**src/rtl/dvol_pkg.sv**
```systemverilog
package dvol_pkg;
  localparam int FRAC_BITS = 15;
  localparam int MANT_W    = 17;  // signed container for an unsigned Q1.15 mantissa

  // round(2^15 * 2^(m/16))
  function automatic logic [15:0] mant_lut(input logic [3:0] m);
    case (m)
      4'd0:  mant_lut = 16'd32768;
      4'd1:  mant_lut = 16'd34219;
      4'd2:  mant_lut = 16'd35734;
      4'd3:  mant_lut = 16'd37316;
      4'd4:  mant_lut = 16'd38968;
      4'd5:  mant_lut = 16'd40693;
      4'd6:  mant_lut = 16'd42495;
      4'd7:  mant_lut = 16'd44376;
      4'd8:  mant_lut = 16'd46341;
      4'd9:  mant_lut = 16'd48393;
      4'd10: mant_lut = 16'd50535;
      4'd11: mant_lut = 16'd52773;
      4'd12: mant_lut = 16'd55109;
      4'd13: mant_lut = 16'd57549;
      4'd14: mant_lut = 16'd60097;
      default: mant_lut = 16'd62757;
    endcase
  endfunction
endpackage

```
**src/rtl/dvol_target.sv**
```systemverilog
module dvol_target #(
  parameter int REG_W      = 9,
  parameter int CODE_W     = REG_W + 1,
  parameter int MAX_CODE   = 16,
  parameter int FLOOR_CODE = -239
) (
  input  logic                     clk_i,
  input  logic                     rst_ni,
  input  logic signed [REG_W-1:0]  ch_vol_i,
  input  logic signed [REG_W-1:0]  mst_vol_i,
  input  logic                     mst_bypass_i,
  input  logic                     mute_i,
  input  logic                     pdn_i,
  input  logic                     gate_i,
  output logic signed [CODE_W-1:0] tgt_o
);
  localparam int MUTE_CODE = FLOOR_CODE - 1;

  logic signed [CODE_W-1:0] sum;

  always_comb begin
    sum = CODE_W'(ch_vol_i) + (mst_bypass_i ? '0 : CODE_W'(mst_vol_i));
    if (mute_i || pdn_i || gate_i) tgt_o = CODE_W'(MUTE_CODE);
    else if (sum > CODE_W'(MAX_CODE)) tgt_o = CODE_W'(MAX_CODE);
    else if (sum < CODE_W'(FLOOR_CODE)) tgt_o = CODE_W'(MUTE_CODE);
    else tgt_o = sum;
  end

  p_tgt_range_r4: assert property (@(posedge clk_i) disable iff (!rst_ni)
    (tgt_o <= CODE_W'(MAX_CODE)) &&
    (tgt_o >= CODE_W'(FLOOR_CODE) || tgt_o == CODE_W'(MUTE_CODE)));

  p_mute_src_r6: assert property (@(posedge clk_i) disable iff (!rst_ni)
    (mute_i || pdn_i || gate_i) |-> tgt_o == CODE_W'(MUTE_CODE));
endmodule

```
**src/rtl/dvol_ramp.sv**
```systemverilog
module dvol_ramp #(
  parameter int CODE_W     = 10,
  parameter int RATE_W     = 2,
  parameter int FLOOR_CODE = -239
) (
  input  logic                     clk_i,
  input  logic                     rst_ni,
  input  logic signed [CODE_W-1:0] tgt_i,
  input  logic                     imm_i,
  input  logic                     step_en_i,
  input  logic [RATE_W-1:0]        rate_i,
  output logic signed [CODE_W-1:0] code_o
);
  localparam int MUTE_CODE = FLOOR_CODE - 1;
  localparam int CNT_W     = (1 << RATE_W) - 1;

  logic signed [CODE_W-1:0] cur_q;
  logic [CNT_W-1:0]         cnt_q;
  logic [CNT_W-1:0]         lim;

  assign lim    = CNT_W'((1 << rate_i) - 1);
  assign code_o = imm_i ? tgt_i : cur_q;

  always_ff @(posedge clk_i or negedge rst_ni) begin
    if (!rst_ni) begin
      cur_q <= CODE_W'(MUTE_CODE);
      cnt_q <= '0;
    end else if (imm_i) begin
      cur_q <= tgt_i;
      cnt_q <= '0;
    end else if (cur_q == tgt_i) begin
      cnt_q <= '0;
    end else if (step_en_i) begin
      if (cnt_q == lim) begin
        cnt_q <= '0;
        cur_q <= (cur_q < tgt_i) ? cur_q + CODE_W'(1) : cur_q - CODE_W'(1);
      end else begin
        cnt_q <= cnt_q + CNT_W'(1);
      end
    end
  end

  p_ramp_unit_r8: assert property (@(posedge clk_i) disable iff (!rst_ni)
    !imm_i |=> (cur_q == $past(cur_q) || cur_q == $past(cur_q) + CODE_W'(1) ||
                cur_q == $past(cur_q) - CODE_W'(1)));

  p_ramp_idle_r8: assert property (@(posedge clk_i) disable iff (!rst_ni)
    (!imm_i && !step_en_i) |=> $stable(cur_q));

  p_no_overshoot_r8: assert property (@(posedge clk_i) disable iff (!rst_ni)
    (!imm_i && cur_q == tgt_i) |=> cur_q == $past(tgt_i));

  p_imm_track_r7: assert property (@(posedge clk_i) disable iff (!rst_ni)
    imm_i |=> cur_q == $past(tgt_i));
endmodule

```
**src/rtl/dvol_apply.sv**
```systemverilog
module dvol_apply
  import dvol_pkg::*;
#(
  parameter int DATA_W     = 24,
  parameter int CODE_W     = 10,
  parameter int FLOOR_CODE = -239
) (
  input  logic signed [DATA_W-1:0] din_i,
  input  logic signed [CODE_W-1:0] code_i,
  input  logic                     inv_i,
  output logic signed [DATA_W-1:0] dout_o
);
  localparam int MUTE_CODE = FLOOR_CODE - 1;
  localparam int PROD_W    = DATA_W + MANT_W + 1;
  localparam logic signed [PROD_W-1:0] MAXV = PROD_W'((64'sd1 <<< (DATA_W - 1)) - 1);
  localparam logic signed [PROD_W-1:0] MINV = -PROD_W'(64'sd1 <<< (DATA_W - 1));

  logic signed [MANT_W-1:0] mant;
  logic signed [PROD_W-1:0] prod, rnd, shd;
  int                       expo, sh;

  always_comb begin
    mant = $signed({1'b0, mant_lut(code_i[3:0])});
    prod = PROD_W'(din_i) * PROD_W'(mant);
    expo = int'(code_i) >>> 4;
    sh   = FRAC_BITS - expo;
    rnd  = (sh > 0) ? prod + (PROD_W'(1) <<< (sh - 1)) : prod;
    shd  = (sh > 0) ? (rnd >>> sh) : (rnd <<< (-sh));
    if (inv_i) shd = -shd;
    if (code_i == CODE_W'(MUTE_CODE)) dout_o = '0;
    else if (shd > MAXV) dout_o = MAXV[DATA_W-1:0];
    else if (shd < MINV) dout_o = MINV[DATA_W-1:0];
    else dout_o = shd[DATA_W-1:0];
  end
endmodule

```
**src/rtl/dvol_gain.sv**
```systemverilog
module dvol_gain #(
  parameter int DATA_W     = 24,
  parameter int REG_W      = 9,
  parameter int RATE_W     = 2,
  parameter int MAX_CODE   = 16,
  parameter int FLOOR_CODE = -239
) (
  input  logic              clk_i,
  input  logic              rst_ni,
  input  logic [REG_W-1:0]  ch_vol_i,
  input  logic [REG_W-1:0]  mst_vol_i,
  input  logic              mst_bypass_i,
  input  logic              mute_i,
  input  logic              pdn_i,
  input  logic              gate_i,
  input  logic              soft_en_i,
  input  logic [RATE_W-1:0] rate_i,
  input  logic              low_lat_i,
  input  logic              invert_i,
  input  logic              in_valid_i,
  output logic              in_ready_o,
  input  logic [DATA_W-1:0] in_data_i,
  output logic              out_valid_o,
  input  logic              out_ready_i,
  output logic [DATA_W-1:0] out_data_o
);
  localparam int CODE_W    = REG_W + 1;
  localparam int MUTE_CODE = FLOOR_CODE - 1;

  logic signed [CODE_W-1:0] tgt, code;
  logic signed [DATA_W-1:0] y;
  logic                     acc, imm;
  logic                     out_valid_q;
  logic [DATA_W-1:0]        out_data_q;

  assign imm         = !soft_en_i || low_lat_i;
  assign in_ready_o  = !out_valid_q || out_ready_i;
  assign acc         = in_valid_i && in_ready_o;
  assign out_valid_o = out_valid_q;
  assign out_data_o  = out_data_q;

  dvol_target #(.REG_W(REG_W), .CODE_W(CODE_W), .MAX_CODE(MAX_CODE),
                .FLOOR_CODE(FLOOR_CODE)) u_target (
    .clk_i, .rst_ni,
    .ch_vol_i(signed'(ch_vol_i)), .mst_vol_i(signed'(mst_vol_i)),
    .mst_bypass_i, .mute_i, .pdn_i, .gate_i,
    .tgt_o(tgt)
  );

  dvol_ramp #(.CODE_W(CODE_W), .RATE_W(RATE_W), .FLOOR_CODE(FLOOR_CODE)) u_ramp (
    .clk_i, .rst_ni, .tgt_i(tgt), .imm_i(imm), .step_en_i(acc),
    .rate_i, .code_o(code)
  );

  dvol_apply #(.DATA_W(DATA_W), .CODE_W(CODE_W), .FLOOR_CODE(FLOOR_CODE)) u_apply (
    .din_i(signed'(in_data_i)), .code_i(code), .inv_i(invert_i), .dout_o(y)
  );

  always_ff @(posedge clk_i or negedge rst_ni) begin
    if (!rst_ni) begin
      out_valid_q <= 1'b0;
      out_data_q  <= '0;
    end else begin
      if (in_ready_o) out_valid_q <= in_valid_i;
      if (acc) out_data_q <= y;
    end
  end

  p_stall_hold_r12: assert property (@(posedge clk_i) disable iff (!rst_ni)
    (out_valid_o && !out_ready_i) |=> (out_valid_o && $stable(out_data_o)));

  p_floor_zero_r5: assert property (@(posedge clk_i) disable iff (!rst_ni)
    (acc && code == CODE_W'(MUTE_CODE)) |=> out_data_o == '0);

  p_mute_imm_r6: assert property (@(posedge clk_i) disable iff (!rst_ni)
    (acc && imm && (mute_i || pdn_i || gate_i)) |=> out_data_o == '0);
endmodule

```
**config.mk**
```make
export PLATFORM = sky130hd
export DESIGN_NAME = dvol_gain
export DESIGN_NICKNAME = d
export VERILOG_FILES = /design/src/rtl/dvol_pkg.sv /design/src/rtl/dvol_target.sv /design/src/rtl/dvol_ramp.sv /design/src/rtl/dvol_apply.sv /design/src/rtl/dvol_gain.sv
export SDC_FILE = /design/constraint.sdc
export NUM_CORES = 2
export LEC_CHECK = 0
export BUFFER_PORTS_ARGS = -buffer_cell sky130_fd_sc_hd__buf_2
export CORE_UTILIZATION = 29
export CTS_CLUSTER_SIZE = 14
export DETAILED_ROUTE_END_ITERATION = 10
export PLACE_DENSITY = 0.45
export SKIP_LAST_GASP = 1
export SLEW_MARGIN = 20
export SYNTH_ARGS = -nofsm -noshare
export SYNTH_HDL_FRONTEND = slang
export SYNTH_SLANG_ARGS = --single-unit
```
**constraint.sdc**
```tcl
create_clock -name clk_i -period 15.05 [get_ports clk_i]
set_clock_uncertainty 0.2 [all_clocks]
set_input_delay 3.01 -clock clk_i [delete_from_list [all_inputs] [get_ports clk_i]]
set_output_delay 3.01 -clock clk_i [all_outputs]
set_load 0.005 [all_outputs]
```
# Yosys cells after proc, flatten, opt, wreduce, memory -nomap -nowiden

Memories as Yosys holds them, arrays and structs flattened.
Cells that the tools add are included.

Memories kept: 1
Memory bits (read-only): 240
Register bits after elaboration: 38
Bits of input ports: 55

Shifts and indexed selects: 4
Reductions and logical operators: 11
$add $sub $neg: 10
Order comparisons: 6
Equality and inequality tests: 4
Muxes and demuxes: 20
$mul: 1

Memory list:

| name            | depth | bits a word | rd ports | clocked after memory_dff | write ports | RTL line      | source |
|---|---|---|---|---|---|---|---|
| (no name shown) | 16    | 15          | 1        | 0                        | 0           | dvol_pkg.sv:7 | `case (m)` |

Operators by type and width:

| kind                   | number |
|---|---|
| $mux 42                | 3 |
| $mux 10                | 10 |
| $mux 24                | 3 |
| $add 42x42->42         | 1 |
| $gt 42x24->1 const B   | 1 |
| $lt 42x24->1 const B   | 1 |
| $neg 42->42            | 1 |
| $sshl 2x32->42 const A | 1 |
| $sshl 42x32->42        | 1 |
| $sshr 42x32->42        | 1 |
| $mul 24x17->41         | 1 |
| $gt 32x1->1 const B    | 1 |
| $neg 32->32            | 1 |
| $sub 32x2->32 const B  | 1 |
| $mux 3                 | 4 |
| $add 10x10->10         | 1 |
| $add 10x2->10 const B  | 1 |
| $eq 10x10->1           | 1 |
| $eq 10x9->1 const B    | 1 |
| $gt 10x6->1 const B    | 1 |
| $lt 10x10->1           | 1 |
| $lt 10x9->1 const B    | 1 |
| $sub 10x2->10 const B  | 1 |
| $sub 5x6->7 const A    | 1 |
| other kinds (11)       | 16 |

# Depth between registers and ports, before layout

Depth in word-level cells: 20
Mapped depth: 69
Mapped depth without buffers: 62

# Modules after synthesis

Synthesis repeated with hierarchy kept, for this count alone.

Cells, all modules: 4353
Area, all modules: 32568.7 µm²

By module, submodules not included:

| module      | area an instance (µm²) | times used | cells an instance |
|---|---|---|---|
| dvol_apply  | 29235.5                | 1          | 3991 |
| dvol_ramp   | 1654.1                 | 1          | 220 |
| dvol_gain   | 1031.0                 | 1          | 56 |
| dvol_target | 648.1                  | 1          | 86 |

# Worst setup path after synthesis

Ideal clock, no wire load.

Path type: input -> register
Start point: input mst_vol_i[0]
End point: register out_data_q[12] (netlist: out_data_o[12])
Arrival: 18.249 ns
Setup time: 0.101 ns
Stages: 62
Path slack: -3.500 ns
Cells stage by stage: nor2b_1 -> ha_1 -> inv_1 -> fa_1 -> nand2b_1 -> a21oi_1 -> xor2_1 -> a211o_1 -> o211ai_1 -> ha_1 -> nor3_1 -> nand2b_1 -> nor2_1 -> a21o_1 -> inv_1 -> ha_1 -> nand2b_1 -> a21boi_0 -> [26 not listed] -> or2_2 -> o21a_1 -> mux4_2 -> a22oi_1 -> o2111ai_1 -> a31o_2 -> nor3_1 -> and4bb_1 -> nand3_1 -> or3_1 -> buf_2 -> o41ai_1 -> xor2_1 -> nor4_2 -> nand2_1 -> o41a_1 -> buf_4 -> o311ai_2

Cells in the longest elaborated chain, start to end: 20
Elaborated cells between the ends (all ways): 28

RTL lines:

| element                                                 | RTL line          | source |
|---|---|---|
| from (decl)                                             | dvol_gain.sv:11   | `input logic [REG_W-1:0] mst_vol_i,` |
| $mux 10 *                                               | dvol_target.sv:22 | `sum = CODE_W'(ch_vol_i) + (mst_bypass_i ? '0 : CODE_W'(mst_vol_i));` |
| $add 10x10->10 *                                        | dvol_target.sv:22 |  |
| $lt 10x9->1                                             | dvol_target.sv:25 | `else if (sum < CODE_W'(FLOOR_CODE)) tgt_o = CODE_W'(MUTE_CODE);` |
| $mux 10                                                 | dvol_target.sv:25 |  |
| $mux 10 *                                               | dvol_target.sv:24 | `else if (sum > CODE_W'(MAX_CODE)) tgt_o = CODE_W'(MAX_CODE);` |
| $mux 10 *                                               | dvol_target.sv:23 | `if (mute_i \|\| pdn_i \|\| gate_i) tgt_o = CODE_W'(MUTE_CODE);` |
| $mux 10 *                                               | dvol_ramp.sv:22   | `assign code_o = imm_i ? tgt_i : cur_q;` |
| branches (longest 12 deep; another with $add 42x42->42) | --                |  |
| $mux 24 *                                               | dvol_apply.sv:30  | `if (code_i == CODE_W'(MUTE_CODE)) dout_o = '0;` |
| to (signal assigned)                                    | dvol_gain.sv:65   | `if (acc) out_data_q <= y;` |
| to (decl)                                               | dvol_gain.sv:34   | `logic [DATA_W-1:0] out_data_q;` |

Mark *: on every way between the ends.
A chain may end at the register's enable or synchronous reset.

# Worst setup path after layout

Start point: input mst_bypass_i
End point: register out_data_q[19] (netlist: out_data_o[19])

Cells in the longest elaborated chain, start to end: 20
Elaborated cells between the ends (all ways): 28

RTL lines:

| element                                                 | RTL line          | source |
|---|---|---|
| from (decl)                                             | dvol_gain.sv:12   | `input logic mst_bypass_i,` |
| $mux 10 *                                               | dvol_target.sv:22 |  |
| $add 10x10->10 *                                        | dvol_target.sv:22 |  |
| $lt 10x9->1                                             | dvol_target.sv:25 |  |
| $mux 10                                                 | dvol_target.sv:25 |  |
| $mux 10 *                                               | dvol_target.sv:24 |  |
| $mux 10 *                                               | dvol_target.sv:23 |  |
| $mux 10 *                                               | dvol_ramp.sv:22   |  |
| branches (longest 12 deep; another with $add 42x42->42) | --                |  |
| $mux 24 *                                               | dvol_apply.sv:30  |  |

Marked as above.

==> impl_results.rst <==
.. list-table::
   :header-rows: 1

   * - Metric
     - Value
   * - Syn nets
     - 4999
   * - Achievable Freq
     - 56.3 MHz
   * - Nets@finish
     - 6142
   * - Pin count of the biggest net entering global routing
     - 81
   * - Number of nets with antenna violations after detailed routing
     - 0
   * - Row count
     - 122
   * - Floorplan die height
     - 336 microns
   * - Clock edge transition at the registers on the reported setup and hold paths
     - 60 ps
   * - Layout filler cell count
     - 11557
   * - GRT overflow
     - 0
   * - Leakage
     - 21.5 nW
   * - Instance area at placement
     - 43600 sq um
   * - Setup slack after placement
     - -4120 ps
   * - Overall Global Routing Usage
     - 27.6%
   * - Number of vias per cell after detailed routing
     - 5.47
   * - Maximum cell stage delay along the critical path
     - 560 ps
   * - Htree depth
     - 2
   * - Core area
     - 111000 sq um
   * - Initial Util
     - 29.2%
   * - Wire length reported by the detailed router
     - 157 mm
   * - Mapped cell area
     - 32400 sq um
   * - Post-route setup slack
     - -2720 ps
   * - Area taken by multi-input logic gates
     - 30700 sq um
   * - Power per cell area
     - 199 nW/um^2
   * - Critical path launch point type
     - input pin
   * - Clock latency of the later-clocked register in the worst-skew pair
     - 320 ps
   * - Number of instances in the synthesized netlist
     - 4365
   * - Crit path time final
     - 17770 ps
   * - Worst path required time
     - 15050 ps
   * - Async set-or-reset flop fraction in the synthesized netlist
     - 100%
   * - Width of the die
     - 336 microns
   * - Number of synthesized flops with an enable pin
     - 0
   * - Routed via count
     - 38279
   * - Final design instance area without fill
     - 46400 sq um
   * - Max-capacitance violation count
     - 0
   * - Number of library cell types mapped by synthesis
     - 114
   * - Layout overhead on the synthesized area
     - 43.3%
   * - Worst Max-Slew Pin Slew
     - 1140 ps
   * - # DRC
     - 0
   * - Max rail drop VDD
     - 0.0973 mV
   * - Boundary pin count
     - 81
   * - Fraction of layout cells with a size suffix above 1
     - 34.1%
   * - Library cell used as clock root buffer
     - clkbuf_16
   * - Post-Synthesis Mean Instance Area
     - 7.41 sq um
   * - Count of buffers inserted at the top-level ports
     - 80
   * - RSZ-0062 raised after global routing
     - true
   * - Worst path slowest cell
     - or4b_4
   * - Total inserted antenna cells
     - 0
   * - Kind of critical path
     - input pin to flip-flop
   * - Final Hold Fails
     - 0
   * - Violations in the final reports
     - setup timing
   * - Number of setup violations in the final report
     - 24
   * - Flip-flop and latch count after synthesis
     - 38
   * - Clock tree from TritonCTS
     - yes
   * - Total Die Area
     - 113000 sq um
   * - Critical path peak fanout
     - 6
   * - Clock sink total
     - 38
   * - Primary FF master, synth
     - dfrtp_1
   * - Via count of the first global-routing pass
     - 38407
   * - Final Slew Violations
     - 0
   * - Rel. slew slack
     - 24.1%
   * - Share of synthesized area occupied by flip-flops and latches
     - 2.95%
   * - Period utilisation layout
     - 118%
   * - Inserted Clock Buffers
     - 5
   * - DPL Wire Length
     - 131 mm
   * - RePlAce Congestion
     - 1.00
   * - Global-route wire length before repair
     - 239 mm
   * - Register cell area after layout
     - 955 sq um
   * - DRC marker count from the first detailed-route iteration
     - 2925
   * - Hold buffer count at cts
     - 0
   * - Yosys warning count
     - 0
   * - Run status
     - finished with violations
   * - Number of detailed-routing iterations run before antenna repair
     - 6
   * - Avg WL per Cell
     - 22.4 microns
   * - Antenna violations before repair
     - 1
   * - Arrival time of data at the critical path endpoint
     - 17770 ps
   * - Worst min-delay path category
     - flip-flop to flip-flop
   * - Final-layout worst hold slack
     - 275 ps
   * - Clock tree buffer depth
     - 2
   * - Type of destination of the critical path
     - flip-flop
cell families (layout without fill, tap and decap cells):
| kind of cell | count (synthesis) | after routing | synth area share (%) |
|---|---|---|---|
| buf+inv | 764 | 1906 | 9.27 |
| compound gates | 1175 | 1176 | 26.0 |
| mux | 112 | 113 | 4.24 |
| flops | 38 | 38 | 2.95 |
| fa+ha+maj | 579 | 579 | 31.2 |
| simple gates | 1603 | 1603 | 23.7 |
| xor+xnor | 94 | 94 | 2.61 |
sequential cells by signal (all words and copies together) (netlist names):
register,flops
u_ramp.cnt_q,3
out_data_o,24
out_valid_o,1
u_ramp.cur_q,10
per-layer routing:
layer	vias up	wire length, microns	share of wire (%)	track usage (%)
met2	1379	72600	46	45.7
met5	-	11	0.0070	0
met1	18981	69500	44	37.4
met4	2	4470	2.8	7.78
met3	199	10500	6.7	3.40
li1	17718	-	-	-
area by class of cell:
class                           count  area share [%]
Sequential cell                    38            2.06
Clock inverter                      3           0.148
Tap cell                         1488            4.01
Multi-Input combinational cell   3565            66.1
Clock buffer                        5           0.270
Inverter                          500            4.06
Timing Repair Buffer             1398            23.4
cell usage after synthesis (all sizes together) (13+ instances only):
library cell / n / area [sq um]
nand3: 93 / 465
or2: 21 / 131
nor4: 39 / 284
a221oi: 16 / 140
ha: 197 / 2460
nand4: 47 / 294
o41ai: 15 / 154
o211a: 16 / 160
nor3: 142 / 736
mux2: 25 / 282
and3: 27 / 169
o21a: 42 / 315
or3: 31 / 194
nand2: 588 / 2210
inv: 499 / 1870
and2: 155 / 970
o221ai: 22 / 193
o32ai: 13 / 121
a211o: 28 / 254
nand2b: 32 / 200
o2111ai: 16 / 146
a21o: 45 / 338
dfrtp: 35 / 876
o31ai: 53 / 440
clkbuf: 193 / 726
nor2b: 63 / 394
xor2: 40 / 350
o22ai: 42 / 263
mux4: 17 / 383
a31o: 14 / 123
a31oi: 53 / 332
o311ai: 47 / 487
a211oi: 88 / 676
xnor2: 53 / 472
a2111oi: 18 / 178
o21ai: 190 / 951
fa: 382 / 7650
a22oi: 21 / 158
nor2: 311 / 1170
a32oi: 17 / 149
mux2i: 70 / 708
a21oi: 225 / 1150
o211ai: 69 / 523
buf: 71 / 397
path summary, 6_finish.rpt:
check | start | end | slack [ps] | depth (start not counted)
worst max-delay path | mst_bypass_i | out_data_o[19] | -2720 | 62
worst min-delay path | out_data_o[23] | out_data_o[23] | 280 | 1
worst max register to register | u_ramp.cur_q[2] | out_data_o[19] | 1900 | 52
worst min register to register | out_data_o[23] | out_data_o[23] | 280 | 1
max in group asynchronous | rst_ni | u_ramp.cur_q[1] | 11370 | 1
min in group asynchronous | rst_ni | out_data_o[1] | 2650 | 1
power breakdown:
group	leakage, nW	switching (mW)	internal [mW]	total (mW)
registers	0.497	0.0145	0.127	0.142
clock network	0.0940	0.0531	0.0955	0.149
logic	20.9	4.79	4.14	8.93
per-stage QoR:
step           util [%]  power [mW]  cells  setup TNS (ps)
5_1_grt            41.9        9.80   6997          -76380
3_3_place_gp       39.4        8.08   6888          -96910
6_report           41.9        9.22   6997          -63360
3_5_place_dp       39.4        8.08   6888          -97390
2_1_floorplan         -        3.93   4365          -55230
4_1_cts            40.7        8.60   6952          -59560
cell usage in the layout, fill, tap and decap left out, types with 47 or more instances in the layout:
master and n:
a211oi_1 71, a21oi_1 175, a31oi_1 49, and2_1 149, buf_2 78, buf_4 1262
fa_1 372, ha_1 165, inv_1 481, mux2i_1 66, nand2_1 569, nand3_1 90
nand4_1 47, nor2_1 298, nor2b_1 57, nor3_1 121, o211ai_1 68, o21ai_0 145
critical path: cells and delay by family:
kind                       cells  cell delay, ps
adders and majority gates     11            4240
AOI/OAI and AO/OA             18            4380
muxes                          1             330
and+or+nand+nor               18            4090
buffers and inverters         12            1360
xor gates and xnor gates       2             300
timing repair:
action | CTS | global route
cloned | 4 | 4
pin swaps | 55 | 87
endpoints found under the setup margin | 24 | 24
setup buffers | 52 | 42
resized for setup | 170 | 198
Note: power is estimated with default switching activity, not from simulation.
